==> src/rtl/fpsr_pkg.sv <==
package fpsr_pkg;
    localparam int REG_W    = 32;
    localparam int N_EXC    = 5;
    localparam int RM_LO    = 0;
    localparam int RM_W     = 2;
    localparam int FLAG_LO  = 2;
    localparam int EN_LO    = FLAG_LO + N_EXC;
    localparam int CAUSE_LO = EN_LO + N_EXC;
    localparam int CAUSE_W  = N_EXC + 1;
    localparam int DN_BIT   = CAUSE_LO + CAUSE_W;
    localparam int IMPL_W   = 22;
    localparam logic [REG_W-1:0] IMPL_MASK = REG_W'((64'd1 << IMPL_W) - 64'd1);
    localparam logic [RM_W-1:0]  RM_TRUNC  = 2'b01;

    typedef struct packed {
        logic [REG_W-1:0] csr;
        logic             trap;
    } fpsr_state_t;
endpackage

==> src/rtl/fpsr_exc_merge.sv <==
module fpsr_exc_merge
    import fpsr_pkg::*;
(
    input  logic [REG_W-1:0] csr_cur,
    input  logic [N_EXC-1:0] exc,
    output logic [REG_W-1:0] csr_upd,
    output logic             trap_hit
);
    logic [N_EXC-1:0] cause_acc;
    logic [N_EXC-1:0] overlap;
    logic             any_exc;

    for (genvar i = 0; i < N_EXC; i++) begin : g_bit
        assign cause_acc[i] = csr_cur[CAUSE_LO + i] | exc[i];
        assign overlap[i]   = cause_acc[i] & csr_cur[EN_LO + i];
    end

    assign any_exc = |exc;

    always_comb begin
        csr_upd = csr_cur;
        csr_upd[FLAG_LO +: N_EXC] = exc;
        if (any_exc) begin
            csr_upd[CAUSE_LO +: N_EXC] = cause_acc;
        end
        trap_hit = any_exc && (|overlap);
    end
endmodule

==> src/rtl/fpsr_mode_decode.sv <==
module fpsr_mode_decode
    import fpsr_pkg::*;
(
    input  logic [REG_W-1:0] csr,
    output logic             round_to_zero,
    output logic             flush_denorm
);
    always_comb begin
        round_to_zero = (csr[RM_LO +: RM_W] == RM_TRUNC);
        flush_denorm  = csr[DN_BIT];
    end
endmodule

==> src/rtl/fpsr_unit.sv <==
module fpsr_unit
    import fpsr_pkg::*;
#(
    parameter int                VEC_W     = 12,
    parameter logic [VEC_W-1:0]  TRAP_CODE = 12'h120,
    parameter logic [REG_W-1:0]  RESET_VAL = 32'h0004_0001
) (
    input  logic             clk,
    input  logic             rst_n,
    input  logic             wr_en,
    input  logic [REG_W-1:0] wr_data,
    input  logic             op_done,
    input  logic             op_is_cmp,
    input  logic             cmp_unordered,
    input  logic [N_EXC-1:0] exc_in,
    output logic [REG_W-1:0] rd_data,
    output logic             round_to_zero,
    output logic             flush_denorm,
    output logic             trap_req,
    output logic [VEC_W-1:0] trap_vector
);
    localparam logic [REG_W-1:0] RESET_MASKED = RESET_VAL & IMPL_MASK;

    fpsr_state_t      st_d, st_q;
    logic [REG_W-1:0] csr_upd;
    logic             trap_hit;
    logic             op_live;

    fpsr_exc_merge u_merge (
        .csr_cur  (st_q.csr),
        .exc      (exc_in),
        .csr_upd  (csr_upd),
        .trap_hit (trap_hit)
    );

    fpsr_mode_decode u_mode (
        .csr           (st_q.csr),
        .round_to_zero (round_to_zero),
        .flush_denorm  (flush_denorm)
    );

    always_comb begin
        st_d      = st_q;
        st_d.trap = 1'b0;
        op_live   = op_done && (!op_is_cmp || cmp_unordered);
        if (wr_en) begin
            st_d.csr = wr_data & IMPL_MASK;
        end else if (op_live) begin
            st_d.csr  = csr_upd;
            st_d.trap = trap_hit;
        end
    end

    always_ff @(posedge clk or negedge rst_n) begin
        if (!rst_n) begin
            st_q.csr  <= RESET_MASKED;
            st_q.trap <= 1'b0;
        end else begin
            st_q <= st_d;
        end
    end

    assign rd_data     = st_q.csr;
    assign trap_req    = st_q.trap;
    assign trap_vector = st_q.trap ? TRAP_CODE : '0;
endmodule

==> config.mk <==
export PLATFORM = sky130hd
export DESIGN_NAME = fpsr_unit
export DESIGN_NICKNAME = d
export VERILOG_FILES = /design/src/rtl/fpsr_pkg.sv /design/src/rtl/fpsr_exc_merge.sv /design/src/rtl/fpsr_mode_decode.sv /design/src/rtl/fpsr_unit.sv
export SDC_FILE = /design/constraint.sdc
export NUM_CORES = 1
export LEC_CHECK = 0
export ABC_CLOCK_PERIOD_IN_PS = 1000
export CAP_MARGIN = 10
export CORE_UTILIZATION = 31
export CTS_CLUSTER_DIAMETER = 150
export DETAILED_ROUTE_END_ITERATION = 10
export PLACE_DENSITY = 0.76
export SLEW_MARGIN = 20
export SYNTH_ARGS = -nofsm -noshare
export SYNTH_HDL_FRONTEND = slang
export SYNTH_SLANG_ARGS = --single-unit
==> constraint.sdc <==
create_clock -name clk -period 1 [get_ports clk]
set_input_delay 0.2 -clock clk [delete_from_list [all_inputs] [get_ports clk]]
set_output_delay 0.2 -clock clk [all_outputs]
set_load 0.03 [all_outputs]
==> reports/metrics.csv, run 1 <==
stage,metric,value,unit
run_status,status,"complete, but fails checks",
run_status,violations,negative setup slack,
drt,via_per_inst,4.51,
setup_path,crit_required,0.80,ns
floorplan,io_pins,90,
yosys,synthTopCellsByCount,"buf_4 (24), dfrtp_1 (21), mux2_2 (12)",
yosys,ys_ff_latch,23,
timing,finalWorstSetupSlack,-0.263,ns
floorplan,coreArea,3740,µm²
setup_path,path_buf_inv,1,
finish,final_cell_area,2190,µm²
placement,place_hpwl,2370,µm
pwr,comb_power_share,39.8,%
finish,finalNetCount,238,
clock_tree,root_buffer,clkbuf_8,
drt,wirelength_met1,1290,µm
yosys,avgSynthCellArea,11.1,µm²
finish,multi_input_area,587,µm²
finish,utilization,58.5,%
yosys,ys_types,20,
drt,dr.pass1.iters,2,
setup_path,path_cells,"nor2b_4, buf_6",
drt,met3RoutedLength,209,µm
yosys,synthArstFlopShare,100,%
drt,drt_iter0_markers,2,
timing,post-route-period-util,126,%
placement,numPortBuffers,59,
yosys,ys_warn_count,0,
yosys,synth_top_area_share,42.7,%
setup_path,end_kind,primary output,
global_routing,antenna_found_initial,0,
clock_tree,cts.path.max_buffers,2,
setup_path,arrival,1.06,ns
timing,final-hold-violation-count,0,
yosys,yosysMostFrequentCell,buf_4,
setup_path,cp-start-kind,flip-flop,
timing,setup_viol,28,
placement,postPlaceCellArea,1900,µm²
global_routing,grt_pass1_wl,5460,µm
floorplan,die_y,65.0,µm
drt,post-route-drc-count,0,
pwr,power.internal,1.88,mW
setup_path,critPathSlowestCell,dfstp_2,
global_routing,grt_pass1_vias,1168,
setup_path,max_stage_delay,0.54,ns
timing,finalCriticalPeriod,1.26,ns
setup_path,crit_family,flip-flops,
clock_tree,cts_buffers,3,
yosys,synth.area.top_cells,"dfrtp_1 (43%), buf_4 (15%), mux2_2 (11%)",
pwr,pwr_density_cell,1290,nW/µm²
drt,maxUsedRoutingLayer,met4,
yosys,synth-edff-count,0,
yosys,yosys.area.top_type,dfrtp_1,
setup_path,worstPathMaxFanout,3,
finish,final-seq-area,591,µm²
timing,finClkSkew,0.00340,ns
yosys,syn_inst,111,
drt,vias,1092,
timing,rsz0062_at_grt,yes,
pwr,seqPwrFrac,39.5,%
yosys,yosysSeqAreaShare,47.0,%
pwr,p_leak,0.995,nW
clock_tree,cts_sinks,23,
drt,wl_per_cell,14.0,µm
floorplan,start_util,32.9,%
yosys,netlist_area,1230,µm²
global_routing,overflow,0,
flow_run,cap_violations,0,
floorplan,die_w,65.0,µm
floorplan,num_rows,22,
finish,fill_cells,318,
drt,dr_wl_met2,1800,µm
setup_path,critPathKind,reg2out,
clock_tree,cts_tree,yes,
finish,synthToLayoutAreaGrowth,77.9,%
timing,finalMaxSlewViolations,0,
global_routing,grt_max_degree,18,
drt,ant_nets,0,
min_path,worst_hold_path_type,in2async,
finish,diodes,0,
floorplan,die-area,4220,µm²
pwr,vdd_ir_drop_max,751,µV
pwr,switching_share,33.3,%
pwr,power_frac_clock,20.6,%
yosys,synth_flop_cell,dfrtp_1,
clock_tree,clk_pin_slew,0.08,ns
global_routing,grt_use_total,17.2,%
drt,totalWireLength,3380,µm
pwr,switchingPower,0.937,mW
pwr,total_power,2.82,mW
placement,place_congestion,0.750,
clock_tree,clk_latency,0.26,ns
clock_tree,cts_max_level,1,
finish,post_route_cells_drive_above_1_share,49.5,%
timing,max_clock_freq,792,MHz
[sequential cells by signal, indices dropped and copies added, names as in the netlist]
name / flops
trap_req: 1
rd_data: 22
[per-stage QoR]
stage,instances,setup TNS (ns),setup slack (ns),hold WS [ns]
6_report,242,-2.01,-0.263,0.289
5_1_grt,242,-2.90,-0.302,0.307
4_1_cts,242,-2.29,-0.280,0.288
3_5_place_dp,228,-9.01,-0.540,0.503
3_3_place_gp,228,-8.59,-0.506,0.494
2_1_floorplan,130,-0.161,-0.0810,-0.0956
[path summary, 6_finish.rpt]
kind	from	end	slack [ns]	depth (start not counted)
worst max-delay path	rd_data[0]	round_to_zero	-0.26	2
worst min-delay path	rst_n	rd_data[6]	0.29	2
worst max register to register	rd_data[9]	trap_req	-0.10	4
worst min register to register	rd_data[19]	rd_data[19]	0.55	1
max in group asynchronous	rst_n	rd_data[18]	0.50	2
min in group clk	wr_en	rd_data[6]	0.41	3
[power by group through the flow]
stage	combinational, mW	sequential [mW]	clock, mW
floorplan	0.389	1.30	0
global placement	0.947	1.11	0
detailed placement	0.961	1.11	0
CTS	1.11	1.11	0.613
global route	1.19	1.13	0.638
finish	1.12	1.11	0.581
[cell type report]
class / instances / area share [%]
well taps: 48 / 2.74
flip-flops and latches: 23 / 27.0
repair buffers: 87 / 41.3
clock inverters: 1 / 0.229
multi-input cells: 80 / 26.8
clock buffers: 3 / 1.89
[placed cells by master (no fill, tap or decap), types with 2 or more instances in the layout]
master / count
buf_6: 32
clkdlybuf4s15_1: 3
dfstp_2: 2
buf_12: 3
nand2b_4: 2
a21boi_0: 5
nand2_1: 5
a31oi_1: 4
o21ai_0: 5
and3_1: 4
o21ai_1: 3
o21ai_2: 2
buf_4: 19
conb_1: 20
dlygate4sd2_1: 5
dfrtp_1: 11
dfrtp_2: 10
clkbuf_8: 3
mux2_2: 12
o31a_1: 5
nand2b_1: 5
clkdlybuf4s50_1: 23
[repair_timing]
action                                 4_1_cts  5_1_grt
hold buffers                                 0        0
endpoints found under the hold margin        0        0
resized for setup                           48        7
setup buffers                                8        0
cloned                                       2        0
setup endpoints to repair                   50       30
pin swaps                                    4        1
[kinds of logic (layout without fill, tap and decap cells)]
logic type             count (synthesis)  count (layout)  synth area share, %
and+or+nand+nor                       21              22                 11.0
AOI/OAI and AO/OA                     26              26                 14.4
buffers and inverters                 28              91                 16.3
other                                  1              20                0.305
muxes                                 12              12                 11.0
DFF                                   23              23                 47.0
[metal layers]
| layer | vias up | track usage (%) |
|---|---|---|
| met5 | - | 0 |
| met4 | 0 | 6.67 |
| met3 | 8 | 4.05 |
| met2 | 55 | 30.2 |
| met1 | 514 | 19.9 |
| li1 | 515 | - |
No activity file was read; power rests on OpenSTA's default activity.
==> run 2: changes to the inputs <==
--- a/config.mk
+++ b/config.mk
@@ -10,7 +10,7 @@
 export CORE_UTILIZATION = 31
 export CTS_CLUSTER_DIAMETER = 150
 export DETAILED_ROUTE_END_ITERATION = 10
-export PLACE_DENSITY = 0.76
+export PLACE_DENSITY_LB_ADDON = 0.05
 export SLEW_MARGIN = 20
 export SYNTH_ARGS = -nofsm -noshare
 export SYNTH_HDL_FRONTEND = slang
==> run 2 against run 1 <==
Against the previous run:
- the flow still finishes with violations (negative setup slack)
- critical path depth stayed put
- total power is 1.1% higher
- combinational power is 4% higher
- sequential share of layout area is 0.74 points lower
- core utilization is 1.6 points higher
- non-clock buffer count is 6 higher
- sequential power hardly changed
- fmax is 0.31% lower
- critical path type unchanged
- largest cell class unchanged
- largest power group unchanged
==> reports/metrics.csv, run 2 (same netlist as run 1, synthesis figures left out) <==
stage,metric,value,unit,change
run_status,status,"complete, but fails checks",,
run_status,violations,negative setup slack,,
setup_path,max_stage_delay,0.54,ns,about the same
flow_run,cap_violations,0,,unchanged
drt,drt_iter0_markers,31,,+29
clock_tree,cts_sinks,23,,unchanged
timing,rsz0062_at_grt,yes,,
finish,post_route_cells_drive_above_1_share,50.5,%,+1.0 points
timing,max_clock_freq,789,MHz,-0.31%
floorplan,num_rows,22,,unchanged
setup_path,arrival,1.07,ns,about the same
pwr,p_leak,1.03,nW,+3.9%
drt,via_per_inst,4.34,,-3.8%
min_path,worst_hold_path_type,in2async,,
global_routing,grt_pass1_wl,5170,µm,-5.3%
finish,final_cell_mix,"buf_6 (41), clkdlybuf4s50_1 (23), conb_1 (20)",,
setup_path,path_cells,"nor2b_4, buf_6",,
timing,finalCriticalPeriod,1.27,ns,+0.00390 ns
floorplan,io_pins,90,,unchanged
global_routing,antenna_found_initial,0,,unchanged
setup_path,critPathSlowestCell,dfstp_2,,
finish,synthToLayoutAreaGrowth,82.9,%,
setup_path,rr_worst_depth,4,,unchanged
timing,setup_viol,24,,-14%
floorplan,coreArea,3740,µm²,unchanged
setup_path,cp-start-kind,flip-flop,,
timing,whs,0.273,ns,-0.0158 ns
global_routing,grt_max_degree,24,,+6
drt,dr.pass1.iters,4,,+2
drt,wl_per_cell,13.0,µm,-6.8%
floorplan,die_y,65.0,µm,unchanged
setup_path,reg2reg_to,trap_req,,
setup_path,worstPathMaxFanout,2,,-1
clock_tree,cts_tree,yes,,
clock_tree,root_buffer,clkbuf_8,,
pwr,pwr_density_cell,1260,nW/µm²,-1.7%
global_routing,overflow,0,,unchanged
placement,place_congestion,0.686,,-8.6%
setup_path,r2r_slack,-0.07,ns,+0.03 ns
drt,post-route-drc-count,0,,unchanged
timing,post-route-period-util,127,%,+0.39 points
clock_tree,postCtsHoldBufs,0,,unchanged
clock_tree,cts.path.max_buffers,2,,unchanged
global_routing,grt_pass1_vias,1118,,-4.3%
floorplan,start_util,32.9,%,unchanged
timing,finClkSkew,0.00227,ns,-0.00113 ns
drt,ant_nets,0,,unchanged
clock_tree,cts_buffers,3,,unchanged
finish,multi_input_area,579,µm²,-1.3%
setup_path,reg2reg_from,rd_data[15],,
placement,numPortBuffers,59,,unchanged
timing,fin_tns_setup,-2.35,ns,-0.335 ns
floorplan,die-area,4220,µm²,unchanged
placement,place_hpwl,2170,µm,-8.3%
floorplan,die_w,65.0,µm,unchanged
timing,finalWorstSetupSlack,-0.267,ns,-0.00390 ns
finish,final_common_cell,buf_6,,
clock_tree,clk_pin_slew,0.08,ns,about the same
global_routing,grt_use_total,16.5,%,-0.74 points
finish,fill_cells,334,,+5.0%
timing,final-hold-violation-count,0,,unchanged
setup_path,critPathKind,reg2out,,
clock_tree,cts_max_level,1,,unchanged
drt,totalWireLength,3220,µm,-4.5%
timing,finalMaxSlewViolations,0,,unchanged
finish,final-seq-area,591,µm²,unchanged
drt,vias,1076,,-1.5%
finish,diodes,0,,unchanged
finish,finalNetCount,244,,+2.5%
pwr,vdd_ir_drop_max,831,µV,+11%
clock_tree,clk_latency,0.26,ns,about the same
setup_path,crit_required,0.80,ns,about the same
finish,largest_reg_flops,22,,unchanged
setup_path,end_kind,primary output,,
-- run 2: report_power, final --
part	internal (mW)	switching (mW)	leakage, nW
registers	1.03	0.0720	0.257
clock network	0.278	0.293	0.0255
logic	0.604	0.564	0.750
-- run 2: area by class of cell --
cell class | instances | share of cell area, %
Timing Repair Buffer | 93 | 43.3
Sequential cell | 23 | 26.3
Multi-Input combinational cell | 80 | 25.8
Tap cell | 48 | 2.67
Clock buffer | 3 | 1.84
Clock inverter | 1 | 0.222
-- run 2: worst max-delay path: cells and delay by family (launching register included) --
kind,cells,cell delay [ns]
buffers and inverters,1,0.13
DFF,1,0.54
and+or+nand+nor,1,0.13
-- run 2: what timing repair did --
item                       in CTS  in global routing
gates resized for setup        55                  9
gates cloned                    3                  0
pin swaps                       4                  2
setup endpoints to repair      50                 33
setup buffers                   9                  0
-- run 2: worst max-delay path by stage --
stage / startpoint / endpoint / slack (ns) / depth (start not counted)
after floorplan: rd_data[0] / round_to_zero / -0.08 / 1
after global placement: exc_in[3] / trap_req / -0.50 / 4
after detailed placement: exc_in[3] / trap_req / -0.51 / 4
after CTS: rd_data[0] / round_to_zero / -0.28 / 2
after global routing: rd_data[0] / round_to_zero / -0.31 / 2
final: rd_data[0] / round_to_zero / -0.27 / 2
-- run 2: per-layer routing --
layer,global-route usage (%),share of wire (%),wire [µm]
met1,19.3,41,1320
met2,29.0,54,1730
met3,4.58,4.7,151
met4,4.44,0.59,19
met5,0,0,0
-- run 2: per-stage QoR --
step	instances	area (µm²)	setup slack (ns)	util (%)	power, mW
finish	248	2250	-0.267	60.1	2.85
global route	248	2250	-0.306	60.1	2.99
CTS	248	2230	-0.282	59.5	2.87
detailed placement	232	1910	-0.511	51.1	2.08
global placement	232	1910	-0.502	51.1	2.07
floorplan	130	1330	-0.0810	-	1.68
